### config.mk
export PLATFORM = sky130hd
export DESIGN_NAME = bus_fabric
export DESIGN_NICKNAME = d
export VERILOG_FILES = /design/src/rtl/bus_fabric_pkg.sv /design/src/rtl/bfab_arbiter.sv /design/src/rtl/bfab_decoder.sv /design/src/rtl/bfab_datapath.sv /design/src/rtl/bus_fabric.sv
export SDC_FILE = /design/constraint.sdc
export NUM_CORES = 1
export LEC_CHECK = 0
export BUFFER_PORTS_ARGS = -buffer_cell sky130_fd_sc_hd__buf_2
export CAP_MARGIN = 20
export CELL_PAD_IN_SITES_DETAIL_PLACEMENT = 1
export CELL_PAD_IN_SITES_GLOBAL_PLACEMENT = 1
export CORE_AREA = 2 2 155 157
export DETAILED_ROUTE_END_ITERATION = 12
export DIE_AREA = 0 0 157 159
export GPL_TIMING_DRIVEN = 0
export PLACE_DENSITY = 0.55
export SETUP_SLACK_MARGIN = 0.15
export SYNTH_ARGS = -nofsm -noshare
export SYNTH_HDL_FRONTEND = slang
export SYNTH_SLANG_ARGS = --single-unit
### constraint.sdc
create_clock -name clk_i -period 3.5 [get_ports clk_i]
set_clock_uncertainty 0.2 [all_clocks]
set_input_delay 0.7 -clock clk_i [delete_from_list [all_inputs] [get_ports clk_i]]
set_output_delay 0.7 -clock clk_i [all_outputs]
set_load 0.05 [all_outputs]
### src/rtl/bus_fabric_pkg.sv
package bus_fabric_pkg;
  typedef enum logic [1:0] {TR_IDLE = 2'b00, TR_BUSY = 2'b01, TR_NSEQ = 2'b10, TR_SEQ = 2'b11} trans_e;
  typedef enum logic [1:0] {RSP_OKAY = 2'b00, RSP_ERROR = 2'b01, RSP_RETRY = 2'b10, RSP_SPLIT = 2'b11} resp_e;

  function automatic int idx_w(input int n);
    return (n > 1) ? $clog2(n) : 1;
  endfunction
endpackage

### src/rtl/bfab_arbiter.sv
module bfab_arbiter #(
  parameter int N_MST = 3,
  parameter int MW    = 2
) (
  input  logic             clk_i,
  input  logic             rst_ni,
  input  logic [N_MST-1:0] req_i,
  input  logic             ready_i,
  input  logic [N_MST-1:0] split_set_i,
  input  logic [N_MST-1:0] resume_i,
  output logic [N_MST-1:0] grant_o,
  output logic [MW-1:0]    owner_o,
  output logic             park_o
);
  logic [N_MST-1:0] mask_q, mask_eff, elig;
  logic [MW-1:0]    win;
  logic             found;

  // a split seen at this edge masks immediately; resume unmasks at its edge
  assign mask_eff = (mask_q & ~resume_i) | split_set_i;
  assign elig     = req_i & ~mask_eff;

  always_comb begin
    win   = '0;
    found = 1'b0;
    for (int i = N_MST - 1; i >= 0; i--) begin
      if (elig[i]) begin
        win   = MW'(i);
        found = 1'b1;
      end
    end
  end

  always_ff @(posedge clk_i or negedge rst_ni) begin
    if (!rst_ni) begin
      mask_q  <= '0;
      grant_o <= '0;
      owner_o <= '0;
      park_o  <= 1'b0;
    end else begin
      mask_q <= mask_eff;
      if (ready_i) begin
        owner_o <= win;
        grant_o <= found ? (N_MST'(1) << win) : N_MST'(1);
        park_o  <= !found;
      end
    end
  end
endmodule

### src/rtl/bfab_decoder.sv
module bfab_decoder #(
  parameter int N_SLV = 4,
  parameter int AW    = 16,
  parameter int SW    = 2
) (
  input  logic [AW-1:0]    addr_i,
  output logic [SW-1:0]    idx_o,
  output logic [N_SLV-1:0] sel_o
);
  assign idx_o = addr_i[AW-1 -: SW];
  assign sel_o = N_SLV'(1) << idx_o;
endmodule

### src/rtl/bfab_datapath.sv
module bfab_datapath
  import bus_fabric_pkg::*;
#(
  parameter int N_MST = 3,
  parameter int N_SLV = 4,
  parameter int AW    = 16,
  parameter int DW    = 32,
  parameter int MW    = 2,
  parameter int SW    = 2
) (
  input  logic               clk_i,
  input  logic               rst_ni,
  input  logic [MW-1:0]      owner_i,
  input  logic               park_i,
  input  logic [SW-1:0]      slv_idx_i,
  input  logic [N_MST*AW-1:0] m_addr_i,
  input  logic [N_MST*2-1:0] m_trans_i,
  input  logic [N_MST-1:0]   m_write_i,
  input  logic [N_MST*DW-1:0] m_wdata_i,
  input  logic [N_SLV*DW-1:0] s_rdata_i,
  input  logic [N_SLV-1:0]   s_ready_i,
  input  logic [N_SLV*2-1:0] s_resp_i,
  output logic [AW-1:0]      a_addr_o,
  output logic [1:0]         a_trans_o,
  output logic               a_write_o,
  output logic [DW-1:0]      wdata_o,
  output logic [DW-1:0]      rdata_o,
  output logic               ready_o,
  output logic [1:0]         resp_o,
  output logic [N_MST-1:0]   split_set_o,
  output logic [MW-1:0]      dph_mst_o
);
  logic          dph_v_q;
  logic [SW-1:0] dph_slv_q;
  logic [MW-1:0] dph_mst_q;

  assign a_addr_o  = m_addr_i[owner_i*AW +: AW];
  assign a_write_o = m_write_i[owner_i];
  assign a_trans_o = park_i ? TR_IDLE : m_trans_i[owner_i*2 +: 2];

  always_ff @(posedge clk_i or negedge rst_ni) begin
    if (!rst_ni) begin
      dph_v_q   <= 1'b0;
      dph_slv_q <= '0;
      dph_mst_q <= '0;
    end else if (ready_o) begin
      dph_v_q   <= a_trans_o[1];
      dph_slv_q <= slv_idx_i;
      dph_mst_q <= owner_i;
    end
  end

  assign wdata_o   = m_wdata_i[dph_mst_q*DW +: DW];
  assign ready_o   = dph_v_q ? s_ready_i[dph_slv_q] : 1'b1;
  assign rdata_o   = dph_v_q ? s_rdata_i[dph_slv_q*DW +: DW] : '0;
  assign resp_o    = dph_v_q ? s_resp_i[dph_slv_q*2 +: 2] : RSP_OKAY;
  assign dph_mst_o = dph_mst_q;
  assign split_set_o = (dph_v_q && ready_o && resp_o == RSP_SPLIT) ? (N_MST'(1) << dph_mst_q) : '0;
endmodule

### src/rtl/bus_fabric.sv
module bus_fabric
  import bus_fabric_pkg::*;
#(
  parameter int N_MST = 3,
  parameter int N_SLV = 4,
  parameter int AW    = 16,
  parameter int DW    = 32,
  localparam int MW   = idx_w(N_MST),
  localparam int SW   = idx_w(N_SLV)
) (
  input  logic                clk_i,
  input  logic                rst_ni,
  input  logic [N_MST-1:0]    m_req_i,
  input  logic [N_MST*AW-1:0] m_addr_i,
  input  logic [N_MST*2-1:0]  m_trans_i,
  input  logic [N_MST-1:0]    m_write_i,
  input  logic [N_MST*DW-1:0] m_wdata_i,
  input  logic [N_MST-1:0]    split_resume_i,
  output logic [N_MST-1:0]    m_grant_o,
  output logic [MW-1:0]       m_owner_o,
  output logic [DW-1:0]       m_rdata_o,
  output logic                m_ready_o,
  output logic [1:0]          m_resp_o,
  output logic [N_SLV-1:0]    s_sel_o,
  output logic [AW-1:0]       s_addr_o,
  output logic [1:0]          s_trans_o,
  output logic                s_write_o,
  output logic [DW-1:0]       s_wdata_o,
  input  logic [N_SLV*DW-1:0] s_rdata_i,
  input  logic [N_SLV-1:0]    s_ready_i,
  input  logic [N_SLV*2-1:0]  s_resp_i
);
  logic [N_MST-1:0] grant_w, split_set_w;
  logic [MW-1:0]    owner_w, dph_mst_w;
  logic             park_w, ready_w, a_write_w;
  logic [SW-1:0]    slv_idx_w;
  logic [N_SLV-1:0] sel_w;
  logic [AW-1:0]    a_addr_w;
  logic [1:0]       a_trans_w, resp_w;
  logic [DW-1:0]    wdata_w, rdata_w;

  bfab_arbiter #(.N_MST(N_MST), .MW(MW)) u_arb (
    .clk_i(clk_i), .rst_ni(rst_ni), .req_i(m_req_i), .ready_i(ready_w),
    .split_set_i(split_set_w), .resume_i(split_resume_i),
    .grant_o(grant_w), .owner_o(owner_w), .park_o(park_w)
  );

  bfab_decoder #(.N_SLV(N_SLV), .AW(AW), .SW(SW)) u_dec (
    .addr_i(a_addr_w), .idx_o(slv_idx_w), .sel_o(sel_w)
  );

  bfab_datapath #(.N_MST(N_MST), .N_SLV(N_SLV), .AW(AW), .DW(DW), .MW(MW), .SW(SW)) u_dp (
    .clk_i(clk_i), .rst_ni(rst_ni), .owner_i(owner_w), .park_i(park_w), .slv_idx_i(slv_idx_w),
    .m_addr_i(m_addr_i), .m_trans_i(m_trans_i), .m_write_i(m_write_i), .m_wdata_i(m_wdata_i),
    .s_rdata_i(s_rdata_i), .s_ready_i(s_ready_i), .s_resp_i(s_resp_i),
    .a_addr_o(a_addr_w), .a_trans_o(a_trans_w), .a_write_o(a_write_w), .wdata_o(wdata_w),
    .rdata_o(rdata_w), .ready_o(ready_w), .resp_o(resp_w), .split_set_o(split_set_w),
    .dph_mst_o(dph_mst_w)
  );

  // all outputs forced low while reset is held
  assign m_grant_o = rst_ni ? grant_w   : '0;
  assign m_owner_o = rst_ni ? owner_w   : '0;
  assign m_rdata_o = rst_ni ? rdata_w   : '0;
  assign m_ready_o = rst_ni ? ready_w   : 1'b0;
  assign m_resp_o  = rst_ni ? resp_w    : '0;
  assign s_sel_o   = rst_ni ? sel_w     : '0;
  assign s_addr_o  = rst_ni ? a_addr_w  : '0;
  assign s_trans_o = rst_ni ? a_trans_w : '0;
  assign s_write_o = rst_ni ? a_write_w : 1'b0;
  assign s_wdata_o = rst_ni ? wdata_w   : '0;
endmodule

# == Yosys cells after proc, flatten, opt, wreduce, memory -nomap -nowiden ==
# Cells that the tools add are included.
# classes
order_cmp,2
n_eq_ne,1
shifts,8
muxes,26
n_bitwise,5
reduce_logical,3
# op_table
cell,count
$shiftx 128x8->32,1
$mux 32,3
$shiftx 96x8->32,1
$shiftx 48x7->16,1
$mux 16,1
$mux 2,8
$mux 3,3
$mux 1,8
$shiftx 8x4->2,1
$and 3x3->3,2
$lt 2x3->1 const B,2
$not 3->3,2
$shiftx 6x4->2,1
$shl 1x2->3 const A,2
$bmux 1 s2,2
$mux 4,1
$shl 1x2->4 const A,1
$or 3x3->3,1
$eq 2x2->1 const B,1
$logic_and 1x1->1,2
$logic_not 1->1,1
# word_totals
register_bits,14
in_bits,301
output_inout_bits,95

# == Logic depth before layout (Yosys ltp) ==
# logic_depth
word_depth,14
mapped_depth,7
depth_no_buf,5

# == Hierarchy ==
# From an unflattened synthesis, not the netlist that was laid out.
# hier_totals
cells_unflattened,422
hier_area_um2,3648.5
# modules_own_cells
mod,n_inst,cells_each,area_per_inst_um2
bfab_datapath,1,278,2553.7
bus_fabric,1,105,681.9
bfab_arbiter,1,33,371.6
bfab_decoder,1,6,41.3

# == Worst setup path after synthesis ==
# OpenSTA, ideal clock, no wires.
# synth_path
path_kind,register to output
startpoint,register u_arb.owner_o[1]
endpoint,output port s_trans_o[0]
arrival_time_ns,2.176
required_ns,2.600
path_slack_ns,0.424
path_stages_with_launch,6
path_cell_list,dfrtp_1 clkbuf_1 buf_2 mux2i_1 o22a_1 nor3_1
# synth_via
elab_chain_cells,3
# synth_rtl
element,line_no,source
from (decl),bfab_arbiter.sv:12,"output logic [MW-1:0] owner_o,"
from (signal assigned),bfab_arbiter.sv:43,owner_o <= win;
$shiftx 6x4->2,bfab_datapath.sv:39,assign a_trans_o = park_i ? TR_IDLE : m_trans_i[owner_i*2 +: 2];
$mux 2,bfab_datapath.sv:39,
$mux 2,bus_fabric.sv:69,assign s_trans_o = rst_ni ? a_trans_w : '0;
to (decl),bus_fabric.sv:26,"output logic [1:0] s_trans_o,"
# Every way passes these cells.

# == Worst setup path after layout ==
# layout_path
startpoint,input port rst_ni
endpoint,output port m_rdata_o[20]
# layout_via
elab_chain_cells,1
# layout_rtl
element,line_no,source
from (decl),bus_fabric.sv:12,"input logic rst_ni,"
$mux 32,bus_fabric.sv:64,assign m_rdata_o = rst_ni ? rdata_w : '0;
to (decl),bus_fabric.sv:21,"output logic [DW-1:0] m_rdata_o,"
# Every way passes these cells.

==> flow_summary.ini <==
[global_routing]
grt_pass1_wl_microns = 27900
overflow = 0
antenna_found_initial = 2
globalRouteTotalUtil = 0.144
first_global_vias = 4874
grt_max_degree = 18

[cts]
root_buffer = clkbuf_16
clkLatencyLatePin_ns = 0.25
cts_sinks = 13
cts_buffer_depth = 2
cts_tree = yes
htree_levels = 1
cts_made_buffers = 3
holdBufCountCts = 0
clk_pin_slew_worst_paths_ns = 0.05

[timing]
relSlewSlack = 0.557
final-setup-viol-count = 0
period_needed_ns = 3.16
rsz0062_at_grt = no
worst_pin_slew_ns = 0.665
setup_ws_ns = 0.343
finalSetupTns_ns = 0
finalCritPeriodShare = 0.902
final-hold-violation-count = 0
drv_slew = 0
fmax_ghz = 0.317

[setup_path]
cp_slowest_cell = clkbuf_1
crit_fanout = 17
worst_ep_required_time_ns = 2.60
crit_arrival_ns = 2.26
ff2ff_setup_slack_ns = 1.39
critPathKind = in -> out
slowest_delay_ns = 0.36
crit_top_cell = buf_2
crit_path_cell_trace = buf_2 -> clkbuf_2 -> clkbuf_1 -> and3_1 -> buf_2
setup.worst_path.start_class = primary input
cp-end-kind = primary output

[pwr]
switching_share = 0.608
total_leakage_power_nw = 3.04
power_frac_seq = 0.062
switchingPower_mw = 2.43
power.density_nw_per_um2 = 727
intPower_mw = 1.56
pwr-share-comb = 0.883
vdd.ir_drop.worst_mv = 0.206
p_clk_frac = 0.055

[floorplanning]
fp.dieH_microns = 159
core_area_sq_um = 23200
start_util = 0.130
placementRows = 56
die-area_sq_um = 25000
die_w_microns = 157
io_pins = 396

[placed_design]
place.gp.congestion = 0.818
placed_cells = 1101
dpl.hpwl_microns = 16400
place_ws_ns = 0.0294
io_buffer_count = 395

[finish]
area_delta_synth_final_pct = 82.0
final_layout_size_suffix_gt1_frac = 0.583
fin_nets = 1088
fillers = 2929
stdcell_count = 1107

[yosys]
synth_cell_type_count = 31
syn-num-nets = 688
yosys.area.top_type = mux4_2
syn_area_per_cell_sq_um = 7.79
syn_inst = 387
syn_area_sq_um = 3020
ys_ff_latch = 13
synth_top_cell_area_share = 0.261
ys.warnings.count = 0
ys_top_cells_by_area = mux4_2 (26%), mux2i_1 (17%), nor2_1 (13%)
synth.yosys.seq_area_share = 0.108

[flow_run]
maxCapViolations = 0

[drt]
via_per_inst = 4.14
wirelength_microns = 18900
firstDrtPassIters = 4
wl_per_cell_microns = 17.1
drt_iter0_markers = 155
route.detailed.drc = 0
dr_total_vias = 4578
ant_nets = 0

[worst_hold_path]
hp-class = in -> async

[outcome]
outcome = finished, final reports clean
-- through the flow --
step,power [mW],hold WS (ns),utilization,area (sq um)
floorplan,2.90,0.204,-,3020
global placement,3.80,0.266,0.232,5390
detailed placement,3.83,0.267,0.232,5390
CTS,4.06,0.216,0.236,5470
global route,4.30,0.223,0.237,5490
finish,3.99,0.184,0.237,5490
-- cell usage in the layout, fill, tap and decap left out, drive strengths merged --
| cell | instances |
|---|---|
| buf | 411 |
| nor2 | 108 |
| mux2i | 52 |
| a21oi | 52 |
| mux4 | 35 |
| and3 | 34 |
| clkbuf | 30 |
| nand2 | 13 |
| dfrtp | 13 |
| nand2b | 7 |
| a21o | 4 |
| and2 | 4 |
| nor2b | 3 |
| nor3 | 3 |
| diode | 2 |
| o21ai | 2 |
| inv | 2 |
| a32oi | 2 |
| and4 | 1 |
| nand4 | 1 |
| clkinv | 1 |
| o22a | 1 |
| or2 | 1 |
| and2b | 1 |
| nand3 | 1 |
| nand3b | 1 |
| o2111ai | 1 |
| a2111oi | 1 |
| a31oi | 1 |
-- worst paths after layout --
kind | start | to | depth (start not counted)
worst max-delay path | rst_ni | m_rdata_o[20] | 5
worst min-delay path | rst_ni | u_arb.mask_q[2] | 1
worst max register to register | u_dp.dph_slv_q[0] | u_arb.grant_o[0] | 5
worst min register to register | u_arb.grant_o[2] | u_arb.grant_o[2] | 1
max in group asynchronous | rst_ni | u_dp.dph_slv_q[1] | 1
min in group clk_i | u_arb.grant_o[2] | u_arb.grant_o[2] | 1
-- metal layers --
layer / vias up / wire length (microns) / track usage
met5: - / 0 / 0
met4: 0 / 247 / 0.0304
met3: 18 / 1320 / 0.0269
met2: 205 / 9490 / 0.256
met1: 2157 / 7810 / 0.180
li1: 2198 / - / -
-- kinds of logic (layout without fill, tap and decap cells) --
group / after synthesis / after routing / share of synthesized area
simple gates: 178 / 178 / 0.270
mux: 87 / 87 / 0.434
buf+inv: 45 / 444 / 0.0639
flops: 13 / 13 / 0.108
other cells: 0 / 2 / 0
compound gates: 64 / 64 / 0.124
-- critical path: cells and delay by family --
family	cells	cell delay, ns
buffers and inverters	4	1.29
AND/OR/NAND/NOR	1	0.26
-- sequential cells by signal (all words and copies together), names as in the netlist --
signal,flops
u_arb.mask_q,3
u_dp.dph_v_q,1
u_arb.grant_o,2
u_dp.dph_mst_o,2
u_arb.park_o,1
u_arb.owner_o,2
u_dp.dph_slv_q,2
-- cell usage after synthesis --
library cell,number
nor2_1,108
a21oi_1,52
mux2i_1,52
mux4_2,35
and3_1,34
clkbuf_1,25
dfrtp_1,13
nand2_1,13
buf_2,10
nand2b_1,7
buf_1,5
a21o_1,4
and2_1,4
nor2b_1,3
nor3_1,3
a32oi_1,2
inv_1,2
o21ai_0,2
a2111oi_4,1
a31oi_1,1
and2b_1,1
and4_4,1
buf_4,1
buf_6,1
clkinv_1,1
nand3_1,1
nand3b_1,1
nand4_1,1
o2111ai_2,1
o22a_1,1
or2_2,1
-- what timing repair did --
item	in CTS	in global routing
buffers inserted	0	0
endpoints found under the setup margin	12	43
gates resized for setup	2	13
-- power by group through the flow --
stage	Clock [mW]	Sequential [mW]	Combinational, mW
final	0.219	0.248	3.52
after global routing	0.231	0.258	3.82
after CTS	0.226	0.251	3.58
after detailed placement	0	0.253	3.57
after global placement	0	0.252	3.55
after floorplan	0	0.235	2.67
-- layout make-up --
class	instances	area, sq um	area share
buffer	42	191	0.0349
sequential	13	325	0.0593
timing repair buffer	395	1980	0.360
inverter	3	12.5	0.00228
clock buffer	4	78.8	0.0144
multi-input combinational	329	2500	0.455
tap	319	399	0.0727
antenna	2	5.00	0.000912
(Power assumes the default switching activity.)
